<file path="config.mk">
export PLATFORM = sky130hd
export DESIGN_NAME = eint_cascade
export DESIGN_NICKNAME = d
export VERILOG_FILES = /design/src/rtl/eint_pkg.sv /design/src/rtl/eint_mask_reg.sv /design/src/rtl/eint_pend_reg.sv /design/src/rtl/eint_fold.sv /design/src/rtl/eint_cascade.sv
export SDC_FILE = /design/constraint.sdc
export NUM_CORES = 1
export LEC_CHECK = 0
export ABC_AREA = 0
export BUFFER_PORTS_ARGS = -buffer_cell sky130_fd_sc_hd__buf_4
export CAP_MARGIN = 20
export CORE_MARGIN = 3
export CORE_UTILIZATION = 28
export CTS_BUF_LIST = sky130_fd_sc_hd__clkbuf_4 sky130_fd_sc_hd__clkbuf_8
export CTS_CLUSTER_DIAMETER = 200
export DETAILED_ROUTE_END_ITERATION = 10
export PLACE_DENSITY = 0.61
export SLEW_MARGIN = 10
export SYNTH_ARGS = -nofsm -noshare
export SYNTH_HDL_FRONTEND = slang
export SYNTH_SLANG_ARGS = --single-unit
</file>
<file path="constraint.sdc">
create_clock -name clk_i -period 1.4 [get_ports clk_i]
set_input_delay 0.14 -clock clk_i [delete_from_list [all_inputs] [get_ports clk_i]]
set_output_delay 0.14 -clock clk_i [all_outputs]
set_load 0.02 [all_outputs]
</file>
<file path="src/rtl/eint_pkg.sv">
package eint_pkg;
  localparam int unsigned REG_ADDR_W = 2;

  typedef enum logic [REG_ADDR_W-1:0] {
    REG_MASK = 2'd0,
    REG_PEND = 2'd1,
    REG_RSV2 = 2'd2,
    REG_RSV3 = 2'd3
  } reg_sel_e;
endpackage

</file>
<file path="src/rtl/eint_mask_reg.sv">
module eint_mask_reg #(
  parameter int unsigned NUM_SRC    = 24,
  parameter int unsigned NUM_DIRECT = 4
) (
  input  logic               clk_i,
  input  logic               rst_ni,
  input  logic               wr_i,
  input  logic [NUM_SRC-1:0] wdata_i,
  output logic [NUM_SRC-1:0] mask_o
);
  for (genvar b = 0; b < NUM_SRC; b++) begin : g_bit
    if (b < NUM_DIRECT) begin : g_fixed
      // direct sources can never be blocked
      assign mask_o[b] = 1'b0;
    end else begin : g_flop
      logic q;
      always_ff @(posedge clk_i or negedge rst_ni) begin
        if (!rst_ni)   q <= 1'b1;
        else if (wr_i) q <= wdata_i[b];
      end
      assign mask_o[b] = q;
    end
  end
endmodule

</file>
<file path="src/rtl/eint_pend_reg.sv">
module eint_pend_reg #(
  parameter int unsigned NUM_SRC = 24
) (
  input  logic               clk_i,
  input  logic               rst_ni,
  input  logic [NUM_SRC-1:0] src_i,
  input  logic               clr_i,
  input  logic [NUM_SRC-1:0] wdata_i,
  output logic [NUM_SRC-1:0] pend_o
);
  for (genvar b = 0; b < NUM_SRC; b++) begin : g_bit
    logic q, clr_bit, nxt;
    assign clr_bit = clr_i & wdata_i[b];
    // capture beats clear so no event is lost
    assign nxt = src_i[b] | (q & ~clr_bit);
    always_ff @(posedge clk_i or negedge rst_ni) begin
      if (!rst_ni) q <= 1'b0;
      else         q <= nxt;
    end
    assign pend_o[b] = q;
  end
endmodule

</file>
<file path="src/rtl/eint_fold.sv">
module eint_fold #(
  parameter int unsigned NUM_SRC    = 24,
  parameter int unsigned NUM_DIRECT = 4,
  parameter int unsigned MID_W      = 4,
  localparam int unsigned NUM_OUT   = NUM_DIRECT + 2,
  localparam int unsigned MID_LO    = NUM_DIRECT,
  localparam int unsigned MID_HI    = NUM_DIRECT + MID_W - 1,
  localparam int unsigned TOP_LO    = MID_HI + 1
) (
  input  logic [NUM_SRC-1:0] pend_i,
  input  logic [NUM_SRC-1:0] mask_i,
  output logic [NUM_OUT-1:0] irq_o
);
  logic [NUM_SRC-1:0] eff;
  assign eff = pend_i & ~mask_i;

  for (genvar o = 0; o < NUM_DIRECT; o++) begin : g_direct
    assign irq_o[o] = eff[o];
  end

  assign irq_o[NUM_DIRECT]   = |eff[MID_HI:MID_LO];
  assign irq_o[NUM_DIRECT+1] = |eff[NUM_SRC-1:TOP_LO];
endmodule

</file>
<file path="src/rtl/eint_cascade.sv">
module eint_cascade
  import eint_pkg::*;
#(
  parameter int unsigned NUM_SRC    = 24,
  parameter int unsigned DATA_W     = 32,
  parameter int unsigned NUM_DIRECT = 4,
  parameter int unsigned MID_W      = 4,
  localparam int unsigned NUM_OUT   = NUM_DIRECT + 2,
  localparam int unsigned PAD_W     = DATA_W - NUM_SRC
) (
  input  logic                  clk_i,
  input  logic                  rst_ni,
  input  logic [NUM_SRC-1:0]    src_i,
  input  logic                  wr_en_i,
  input  logic [REG_ADDR_W-1:0] addr_i,
  input  logic [DATA_W-1:0]     wdata_i,
  output logic [DATA_W-1:0]     rdata_o,
  output logic [NUM_OUT-1:0]    irq_o
);
  reg_sel_e           sel;
  logic               wr_mask, wr_pend;
  logic [NUM_SRC-1:0] wr_bits, pend_q, mask_q;
  logic               unused_hi;

  assign sel       = reg_sel_e'(addr_i);
  assign wr_mask   = wr_en_i && (sel == REG_MASK);
  assign wr_pend   = wr_en_i && (sel == REG_PEND);
  assign wr_bits   = wdata_i[NUM_SRC-1:0];
  assign unused_hi = ^wdata_i[DATA_W-1:NUM_SRC];

  eint_mask_reg #(.NUM_SRC(NUM_SRC), .NUM_DIRECT(NUM_DIRECT)) u_mask (
    .clk_i   (clk_i),
    .rst_ni  (rst_ni),
    .wr_i    (wr_mask),
    .wdata_i (wr_bits),
    .mask_o  (mask_q)
  );

  eint_pend_reg #(.NUM_SRC(NUM_SRC)) u_pend (
    .clk_i   (clk_i),
    .rst_ni  (rst_ni),
    .src_i   (src_i),
    .clr_i   (wr_pend),
    .wdata_i (wr_bits),
    .pend_o  (pend_q)
  );

  eint_fold #(.NUM_SRC(NUM_SRC), .NUM_DIRECT(NUM_DIRECT), .MID_W(MID_W)) u_fold (
    .pend_i (pend_q),
    .mask_i (mask_q),
    .irq_o  (irq_o)
  );

  always_comb begin
    unique case (sel)
      REG_MASK: rdata_o = {{PAD_W{1'b0}}, mask_q};
      REG_PEND: rdata_o = {{PAD_W{1'b0}}, pend_q};
      default:  rdata_o = '0;
    endcase
  end
endmodule

</file>
==> flow_summary_export.csv, run 1 <==
group,metric,value,unit
outcome,status,"finished with violations",
outcome,failed_checks,"negative setup slack",
route,route.antenna.remaining_nets,0,
route,post-route-drc-count,0,
placed_design,post-dp-hpwl,4370,um
floorplan,die-area,9290,um2
setup_path,critPathCaptureType,"output pin",
route,dr.first_iter.drc_count,29,
clock_network,path_clk_slew,0.09,ns
timing,max_freq,560,MHz
clock_network,htree_levels,2,
timing,finalHoldViolCount,0,
clock_network,cts_made_buffers,5,
setup_path,cp.required,1.26,ns
placed_design,postPlaceCellArea,3140,um2
layout,post-route-cell-area,3380,um2
timing,slew_violations,0,
route,via_count_normalized_by_instance_count,4.40,
layout,layout-area-overhead-vs-synth,47.8,%
yosys,post_synth_inst_count,215,
clock_network,clk_root_buffer_cell,"clkbuf_8",
timing,worstMarginPinSlew,0.586,ns
placed_design,numPortBuffers,82,
setup_path,crit_path_max_fanout,2,
setup_path,crit_path_start_kind,"register",
floorplan,floorplan.initialDensity,29.1,%
clock_network,ctsLongestPathBuffers,2,
floorplan,rows,32,
power,total_leakage_power,1.50,nW
yosys,synth_area_leaders,"dfrtp_1, dfstp_2, mux2i_1",
route,firstDrtPassIters,4,
yosys,yosysWarnings,0,
yosys,post_synth_instance_area,2290,um2
power,vdd_ir_drop_max,0.568,mV
yosys,synth_area_leader_cell,"dfrtp_1",
floorplan,core_area,7850,um2
setup_path,critPathKind,"register to output pin",
grt,grt_antenna_before_repair,0,
yosys,synth_common_cells,"nand2_1, dfrtp_1, a21o_1",
clock_network,cts.sink_count,44,
yosys,synth.distinct_cells,25,
placed_design,globalplace.congestion,0.815,
grt,globalRoute.totalOverflow,0,
timing,max-slew-margin-rel,60.9,%
route,routed_wirelength,5970,um
setup_path,arrival,1.65,ns
route,routed-via-count,1870,
hold_path,worst_hold_path_type,"input port to register",
yosys,postSynthRegisterBits,44,
layout,antenna-diode-count,0,
timing,report.final.setup_viol,2,
grt,grt_pass1_vias,1901,
floorplan,die_width,96.4,um
timing,period_needed,1.79,ns
layout,drive_gt1_share,51.7,%
power,power_per_cell_area,1040,nW/um2
yosys,synth_seq_area_share,49.2,%
yosys,synth-edff-count,0,
yosys,share_of_the_synthesized_area_in_the_top_cell_type,26.3,%
clock_network,tritoncts,"yes",
timing,grt_setup_unrepaired,"true",
timing,final.setup_skew,0,ns
job,drv_cap,0,
yosys,synth_area_per_cell,10.6,um2
layout,post_layout_utilization_of_the_core,43.1,%
clock_network,insertion_delay,0.29,ns
yosys,yosys_most_used_dff,"dfrtp_1",
timing,final.period_utilization,128,%
floorplan,die_height,96.4,um
grt,maximum_number_of_pins_on_one_net_before_global_route_repair,45,
grt,track_usage,13.0,%
grt,grt_pass1_wl,9220,um
yosys,ys_async_sr_fraction,100,%
placed_design,place_worst_setup_slack,-0.257,ns
yosys,dominant_cell_by_count_in_the_synthesized_netlist,"nand2_1",
floorplan,count_of_pins_on_the_block_boundary,99,
timing,layout_setup_ws,-0.386,ns
layout,final_nets,383,
route,wire_per_inst,14.0,um
[layout by cell type (no fill, tap or decap), types with 2 or more instances in the layout]
cell type,count
nor2b_1,12
nor2_1,20
inv_1,7
conb_1,8
and2_1,4
a2111oi_2,3
dfstp_2,20
mux2_4,8
a21oi_1,2
buf_4,101
a21o_1,22
nand2_1,28
mux2i_1,19
mux2_2,6
dlygate4sd3_1,2
buf_6,11
o21ai_0,6
clkbuf_8,5
dfrtp_1,24
or2_2,2
[kinds of logic (layout without fill, tap and decap cells)]
| family | Yosys count | in the layout | share of synthesized area, % |
|---|---|---|---|
| other | 1 | 8 | 0.164 |
| AOI/OAI and AO/OA | 36 | 36 | 11.2 |
| DFF | 44 | 44 | 49.2 |
| muxes | 34 | 34 | 17.0 |
| and+or+nand+nor | 70 | 70 | 14.6 |
| buffers and inverters | 30 | 131 | 7.88 |
[critical path, stage by stage (launching register included)]
cell and delay, ns:
dfstp_2 0.54, nor2b_2 0.05, a2111oi_4 0.32, buf_4 0.16
nand4_1 0.11, buf_6 0.17
[metrics by stage]
stage / hold WS [ns] / power (mW) / TNS [ns] / std cells
2_1_floorplan: -0.156 / 2.03 / 0 / 222
3_3_place_gp: 0.185 / 2.46 / -0.265 / 414
3_5_place_dp: 0.185 / 2.47 / -0.257 / 414
6_report: 0.0150 / 3.53 / -0.443 / 425
5_1_grt: 0.00403 / 3.74 / -1.15 / 425
4_1_cts: 0.00589 / 3.52 / -0.569 / 423
[timing repair]
item | in CTS | in global routing
hold buffers | 1 | 1
setup buffers | 0 | 1
gates resized for setup | 12 | 13
pin swaps | 2 | 3
endpoints found under the hold margin | 24 | 1
endpoints found under the setup margin | 5 | 14
[worst paths after layout]
path                                      startpoint                       end  slack, ns  cells past startpoint
setup reg to reg            u_mask.g_bit[7].g_flop.q  u_mask.g_bit[7].g_flop.q       0.47                      3
setup / recovery           u_mask.g_bit[12].g_flop.q                  irq_o[5]      -0.39                      5
hold reg to reg                    u_pend.g_bit[9].q         u_pend.g_bit[9].q       0.50                      1
min in group asynchronous                     rst_ni         u_pend.g_bit[6].q       0.38                      2
hold / removal                             src_i[14]        u_pend.g_bit[14].q       0.01                      2
max in group asynchronous                     rst_ni        u_pend.g_bit[12].q       0.61                      2
[layer usage]
layer / routed length [um] / global-route usage, % / up-vias
li1: - / - / 914
met1: 2700 / 17.5 / 898
met2: 2900 / 21.3 / 56
met3: 342 / 3.10 / 2
met4: 23 / 2.80 / 0
met5: 0 / 0 / -
[report_power, final]
group | internal [mW] | switching [mW]
Clock | 0.529 | 0.457
Sequential | 1.48 | 0.0902
Combinational | 0.532 | 0.444
Total | 2.54 | 0.991
[layout make-up]
| type | instances | area [um2] |
|---|---|---|
| fill | 790 | 4470 |
| clock buffer | 5 | 68.8 |
| inverter | 8 | 30.0 |
| sequential | 44 | 1130 |
| multi-input combinational | 148 | 1060 |
| timing repair buffer | 115 | 922 |
| clock inverter | 3 | 42.5 |
| tap | 102 | 128 |
[sequential cells by signal, indices dropped and copies added, names as in the netlist]
register               flops
u_mask.g_bit.g_flop.q     20
u_pend.g_bit.q            24
Power figures use the tool's default switching activity.
==> inputs of run 2 (changes only) <==
--- a/config.mk
+++ b/config.mk
@@ -13,7 +13,6 @@
 export CTS_BUF_LIST = sky130_fd_sc_hd__clkbuf_4 sky130_fd_sc_hd__clkbuf_8
 export CTS_CLUSTER_DIAMETER = 200
 export DETAILED_ROUTE_END_ITERATION = 10
-export PLACE_DENSITY = 0.61
 export SLEW_MARGIN = 10
 export SYNTH_ARGS = -nofsm -noshare
 export SYNTH_HDL_FRONTEND = slang
==> flow_summary_export.csv, run 2 (same netlist as run 1, synthesis figures left out) <==
group,metric,value,unit
outcome,status,"finished with violations",
outcome,failed_checks,"negative setup slack",
grt,grt_antenna_before_repair,0,
setup_path,regToRegStartpoint,"u_pend.g_bit[20].q",
layout,post_layout_utilization_of_the_core,43.7,%
route,post-route-drc-count,0,
route,firstDrtPassIters,7,
setup_path,endpoint,"irq_o[5]",
layout,layout-area-overhead-vs-synth,49.8,%
clock_network,cts_made_buffers,5,
setup_path,critPathCaptureType,"output pin",
setup_path,r2r_slack,0.47,ns
route,routed_wirelength,5960,um
setup_path,cp.required,1.26,ns
clock_network,insertion_delay,0.29,ns
layout,antenna-diode-count,0,
placed_design,post-dp-hpwl,4250,um
placed_design,numPortBuffers,82,
route,wire_per_inst,14.0,um
clock_network,htree_levels,2,
setup_path,reg2reg_depth,3,
job,drv_cap,0,
floorplan,die-area,9290,um2
floorplan,die_height,96.4,um
timing,report.final.setup_viol,3,
setup_path,timing.critical_path.cells,"nor2b_4 > a2111oi_4 > buf_4 > nand4_1 > buf_4",
clock_network,tritoncts,"yes",
setup_path,critical-path-max-stage-delay,0.57,ns
setup_path,count_of_cell_instances_traversed_by_the_critical_path,5,
setup_path,crit_path_max_fanout,2,
floorplan,core_area,7850,um2
timing,period_needed,1.81,ns
placed_design,globalplace.congestion,0.704,
layout,drive_gt1_share,52.6,%
route,via_count_normalized_by_instance_count,4.39,
setup_path,crit_path_top_delay_cell,"dfstp_2",
timing,final.period_utilization,129,%
layout,reg.largest.list,"u_pend.g_bit.q (24), u_mask.g_bit.g_flop.q (20)",
setup_path,crit_path_start_kind,"register",
grt,maximum_number_of_pins_on_one_net_before_global_route_repair,45,
grt,globalRoute.totalOverflow,0,
floorplan,count_of_pins_on_the_block_boundary,99,
setup_path,critPathTopFamily,"flip-flops",
layout,largest-register,"u_pend.g_bit.q",
route,dr.first_iter.drc_count,41,
power,p_total,3.62,mW
floorplan,rows,32,
route,route.antenna.remaining_nets,0,
timing,layout_setup_ws,-0.407,ns
timing,max_freq,554,MHz
placed_design,place_worst_setup_slack,-0.234,ns
grt,grt_pass1_vias,1858,
clock_network,ctsLongestPathBuffers,2,
layout,final_nets,385,
hold_path,worst_hold_path_type,"input port to register",
grt,track_usage,12.8,%
timing,whs,0.0143,ns
timing,grt_setup_unrepaired,"true",
setup_path,critPathKind,"register to output pin",
clock_network,cts.sink_count,44,
power,total_leakage_power,1.54,nW
clock_network,clk_root_buffer_cell,"clkbuf_8",
power,vdd_ir_drop_max,0.540,mV
floorplan,die_width,96.4,um
layout,largest_register_ff_count,24,
setup_path,arrival,1.67,ns
setup_path,setup.worst_path.start,"u_mask.g_bit[12].g_flop.q",
power,power_per_cell_area,1060,nW/um2
setup_path,path_common_cell,"buf_4",
route,routed-via-count,1876,
timing,final.setup_skew,0,ns
layout,final_cell_mix,"buf_4, nand2_1, dfrtp_1",
timing,worstMarginPinSlew,0.569,ns
grt,grt_pass1_wl,9080,um
setup_path,worst_r2r_endpoint,"u_pend.g_bit[20].q",
clock_network,path_clk_slew,0.09,ns
floorplan,floorplan.initialDensity,29.1,%
layout,mostFrequentLayoutCell,"buf_4",
timing,setup_total_negative_slack,-0.478,ns
setup_path,worst-path-buf-inv,2,
timing,finalHoldViolCount,0,
timing,slew_violations,0,
timing,max-slew-margin-rel,62.0,%
[run 2: power breakdown]
| group | leakage [nW] | total [mW] | internal [mW] | switching, mW |
|---|---|---|---|---|
| Sequential | 0.429 | 1.57 | 1.48 | 0.0910 |
| Clock | 0.0614 | 1.03 | 0.584 | 0.447 |
| Combinational | 1.04 | 1.02 | 0.558 | 0.459 |
[run 2: worst min-delay path by stage]
stage	endpoint	start	slack, ns	cells past startpoint
floorplan	u_pend.g_bit[0].q	rst_ni	-0.16	0
global placement	u_pend.g_bit[4].q	rst_ni	0.18	1
detailed placement	u_pend.g_bit[4].q	rst_ni	0.18	1
CTS	u_pend.g_bit[15].q	src_i[15]	0.003	2
global route	u_pend.g_bit[22].q	src_i[22]	0.003	2
finish	u_pend.g_bit[17].q	src_i[17]	0.01	2
[run 2: layout make-up]
type / instances / area [um2]
clock inverters: 2 / 38.8
multi-input cells: 148 / 1080
well taps: 102 / 128
fillers: 751 / 4420
inverters: 8 / 30.0
flip-flops and latches: 44 / 1130
clock buffers: 6 / 82.6
repair buffers: 117 / 942
[run 2: repair_timing]
item                                    CTS  global route
endpoints found under the setup margin    4            17
hold endpoints to repair                 24             0
hold buffers                              1             0
pin swaps                                 2             5
cloned                                    0             0
setup buffers                             0             2
resized for setup                        11            19
[run 2: per-stage QoR]
stage / instances / cell area, um2
global placement: 416 / 3160
floorplan: 222 / 2310
global route: 427 / 3430
CTS: 425 / 3320
finish: 427 / 3430
detailed placement: 416 / 3160
[run 2: worst reg2reg max path: cells and delay by family, from the launching register on]
family	cells	cell delay, ns
buffers and inverters	2	0.25
DFF	1	0.43
AOI/OAI and AO/OA	1	0.15
[run 2: metal layers]
layer  global-route usage [%]  part of all wire (%)
met3                     2.87                   6.1
met5                        0                     0
met4                     2.80                  0.39
met2                     20.7                    48
met1                     17.6                    45
==> inputs of run 3 (changes only) <==
--- a/config.mk
+++ b/config.mk
@@ -13,6 +13,7 @@
 export CTS_BUF_LIST = sky130_fd_sc_hd__clkbuf_4 sky130_fd_sc_hd__clkbuf_8
 export CTS_CLUSTER_DIAMETER = 200
 export DETAILED_ROUTE_END_ITERATION = 10
+export RECOVER_POWER = 50
 export SLEW_MARGIN = 10
 export SYNTH_ARGS = -nofsm -noshare
 export SYNTH_HDL_FRONTEND = slang
==> flow_summary_export.csv, run 3 (same netlist as run 1, synthesis figures left out) <==
group,metric,value,unit
timing,final.period_utilization,129,%
timing,max-slew-margin-rel,26.2,%
hold_path,worstHoldPathCells,2,
floorplan,floorplan.initialDensity,29.1,%
timing,worstMarginPinSlew,1.11,ns
placed_design,postPlaceCellArea,3160,um2
route,routed-via-count,1875,
placed_design,post-dp-hpwl,4250,um
setup_path,timing.critical_path.cells,"nor2b_4 > a2111oi_4 > buf_4 > nand4_1 > buf_4",
route,routed_wirelength,5960,um
grt,grt_pass1_vias,1858,
job,drv_cap,0,
grt,grt_pass1_wl,9080,um
grt,track_usage,12.8,%
layout,final_cell_mix,"buf_4, nand2_1, dfrtp_1",
timing,report.final.setup_viol,11,
route,route.antenna.remaining_nets,0,
clock_network,path_clk_slew,0.09,ns
floorplan,core_area,7850,um2
setup_path,reg2reg_depth,3,
grt,grt.met3_usage,2.87,%
layout,mostFrequentLayoutCell,"buf_4",
grt,maximum_number_of_pins_on_one_net_before_global_route_repair,45,
timing,finalHoldViolCount,0,
placed_design,post-place-cells,416,
setup_path,path_common_cell,"buf_4",
placed_design,globalplace.congestion,0.704,
layout,post-route-cell-area,3400,um2
grt,grt_antenna_before_repair,0,
clock_network,clk_root_buffer_cell,"clkbuf_8",
timing,grt_setup_unrepaired,"true",
setup_path,critPathTopFamily,"flip-flops",
route,firstDrtPassIters,7,
floorplan,die_height,96.4,um
hold_path,worst_hold_path_type,"input port to register",
clock_network,insertion_delay,0.29,ns
layout,filler_cell_count,757,
layout,reg.largest.list,"u_pend.g_bit.q (24), u_mask.g_bit.g_flop.q (20)",
grt,globalRoute.totalOverflow,0,
layout,layout-area-overhead-vs-synth,48.8,%
power,total_leakage_power,1.52,nW
clock_network,ctsLongestPathBuffers,2,
setup_path,crit_path_start_kind,"register",
route,wire_per_inst,13.9,um
timing,max_freq,554,MHz
route,dr.first_iter.drc_count,42,
setup_path,cp.required,1.26,ns
timing,final.setup_skew,0,ns
layout,instances_no_fill,427,
floorplan,count_of_pins_on_the_block_boundary,99,
clock_network,htree_levels,2,
clock_network,tritoncts,"yes",
setup_path,critPathCaptureType,"output pin",
timing,period_needed,1.81,ns
route,via_count_normalized_by_instance_count,4.39,
setup_path,count_of_cell_instances_traversed_by_the_critical_path,5,
setup_path,critical-path-max-stage-delay,0.57,ns
setup_path,critPathKind,"register to output pin",
clock_network,cts_made_buffers,5,
layout,antenna-diode-count,0,
placed_design,numPortBuffers,82,
outcome,failed_checks,"negative setup slack",
outcome,status,"finished with violations",
route,post-route-drc-count,0,
floorplan,rows,32,
power,vdd_ir_drop_max,0.540,mV
layout,largest-register,"u_pend.g_bit.q",
setup_path,worst-path-buf-inv,2,
setup_path,crit_path_max_fanout,2,
timing,slew_violations,0,
timing,layout_setup_ws,-0.407,ns
layout,final_nets,385,
floorplan,die-area,9290,um2
floorplan,die_width,96.4,um
clock_network,cts.sink_count,44,
grt,gr-usage-met2,20.7,%
layout,largest_register_ff_count,24,
setup_path,arrival,1.67,ns
layout,drive_gt1_share,52.0,%
setup_path,crit_path_top_delay_cell,"dfstp_2",
grt,groute.layer.met1.usage,17.6,%
grt,busiest_layer,"met2",
power,power_per_cell_area,1060,nW/um2
==> run 3: cell count changes in the layout (fill, tap and decap cells not counted) <==
cell | previous run | this run
buf_4 | 102 | 99
clkbuf_4 | 0 | 1
buf_12 | 1 | 0
clkbuf_2 | 0 | 1
clkbuf_1 | 0 | 2
==> run 3: per-stage QoR <==
stage / utilization, % / power [mW] / TNS, ns / setup WS [ns] / hold slack [ns]
after global routing: 43.4 / 3.81 / -6.90 / -0.499 / 0.00262
after global placement: 40.3 / 2.47 / -0.225 / -0.225 / 0.183
after CTS: 42.3 / 3.58 / -0.534 / -0.447 / 0.00343
final: 43.4 / 3.61 / -0.758 / -0.407 / 0.0143
after detailed placement: 40.3 / 2.48 / -0.234 / -0.234 / 0.183
after floorplan: - / 2.03 / 0 / 0.0586 / -0.156
==> run 3: worst paths after layout <==
| path | start | end | slack [ns] |
|---|---|---|---|
| setup / recovery | u_mask.g_bit[12].g_flop.q | irq_o[5] | -0.41 |
| min in group asynchronous | rst_ni | u_pend.g_bit[4].q | 0.60 |
| hold / removal | src_i[17] | u_pend.g_bit[17].q | 0.01 |
| hold reg to reg | u_pend.g_bit[0].q | u_pend.g_bit[0].q | 0.50 |
| max in group asynchronous | rst_ni | u_pend.g_bit[11].q | 0.13 |
| setup reg to reg | u_pend.g_bit[20].q | u_pend.g_bit[20].q | 0.47 |
==> run 3: where the power goes <==
group	leakage, nW	switching, mW	internal, mW
Clock	0.0614	0.447	0.584
Sequential	0.429	0.0909	1.48
Combinational	1.03	0.458	0.551
==> run 3: cell type report <==
cell class	instances	area, um2	share of cell area [%]
flip-flops and latches	44	1130	33.1
multi-input cells	148	1080	31.7
repair buffers	117	920	27.0
well taps	102	128	3.75
clock buffers	6	82.6	2.43
clock inverters	2	38.8	1.14
inverters	8	30.0	0.882
==> run 3: repair_timing <==
| action | in CTS | in global routing |
|---|---|---|
| hold endpoints to repair | 24 | 0 |
| hold buffers | 1 | 0 |
| pin swaps | 2 | 5 |
| setup buffers | 0 | 2 |
| endpoints found under the setup margin | 4 | 17 |
| resized for setup | 11 | 19 |
==> run 3: routing by layer <==
layer / part of all wire (%) / vias up
li1: - / 919
met3: 6.2 / 5
met2: 49 / 61
met4: 0.39 / 0
met1: 45 / 890
met5: 0 / -
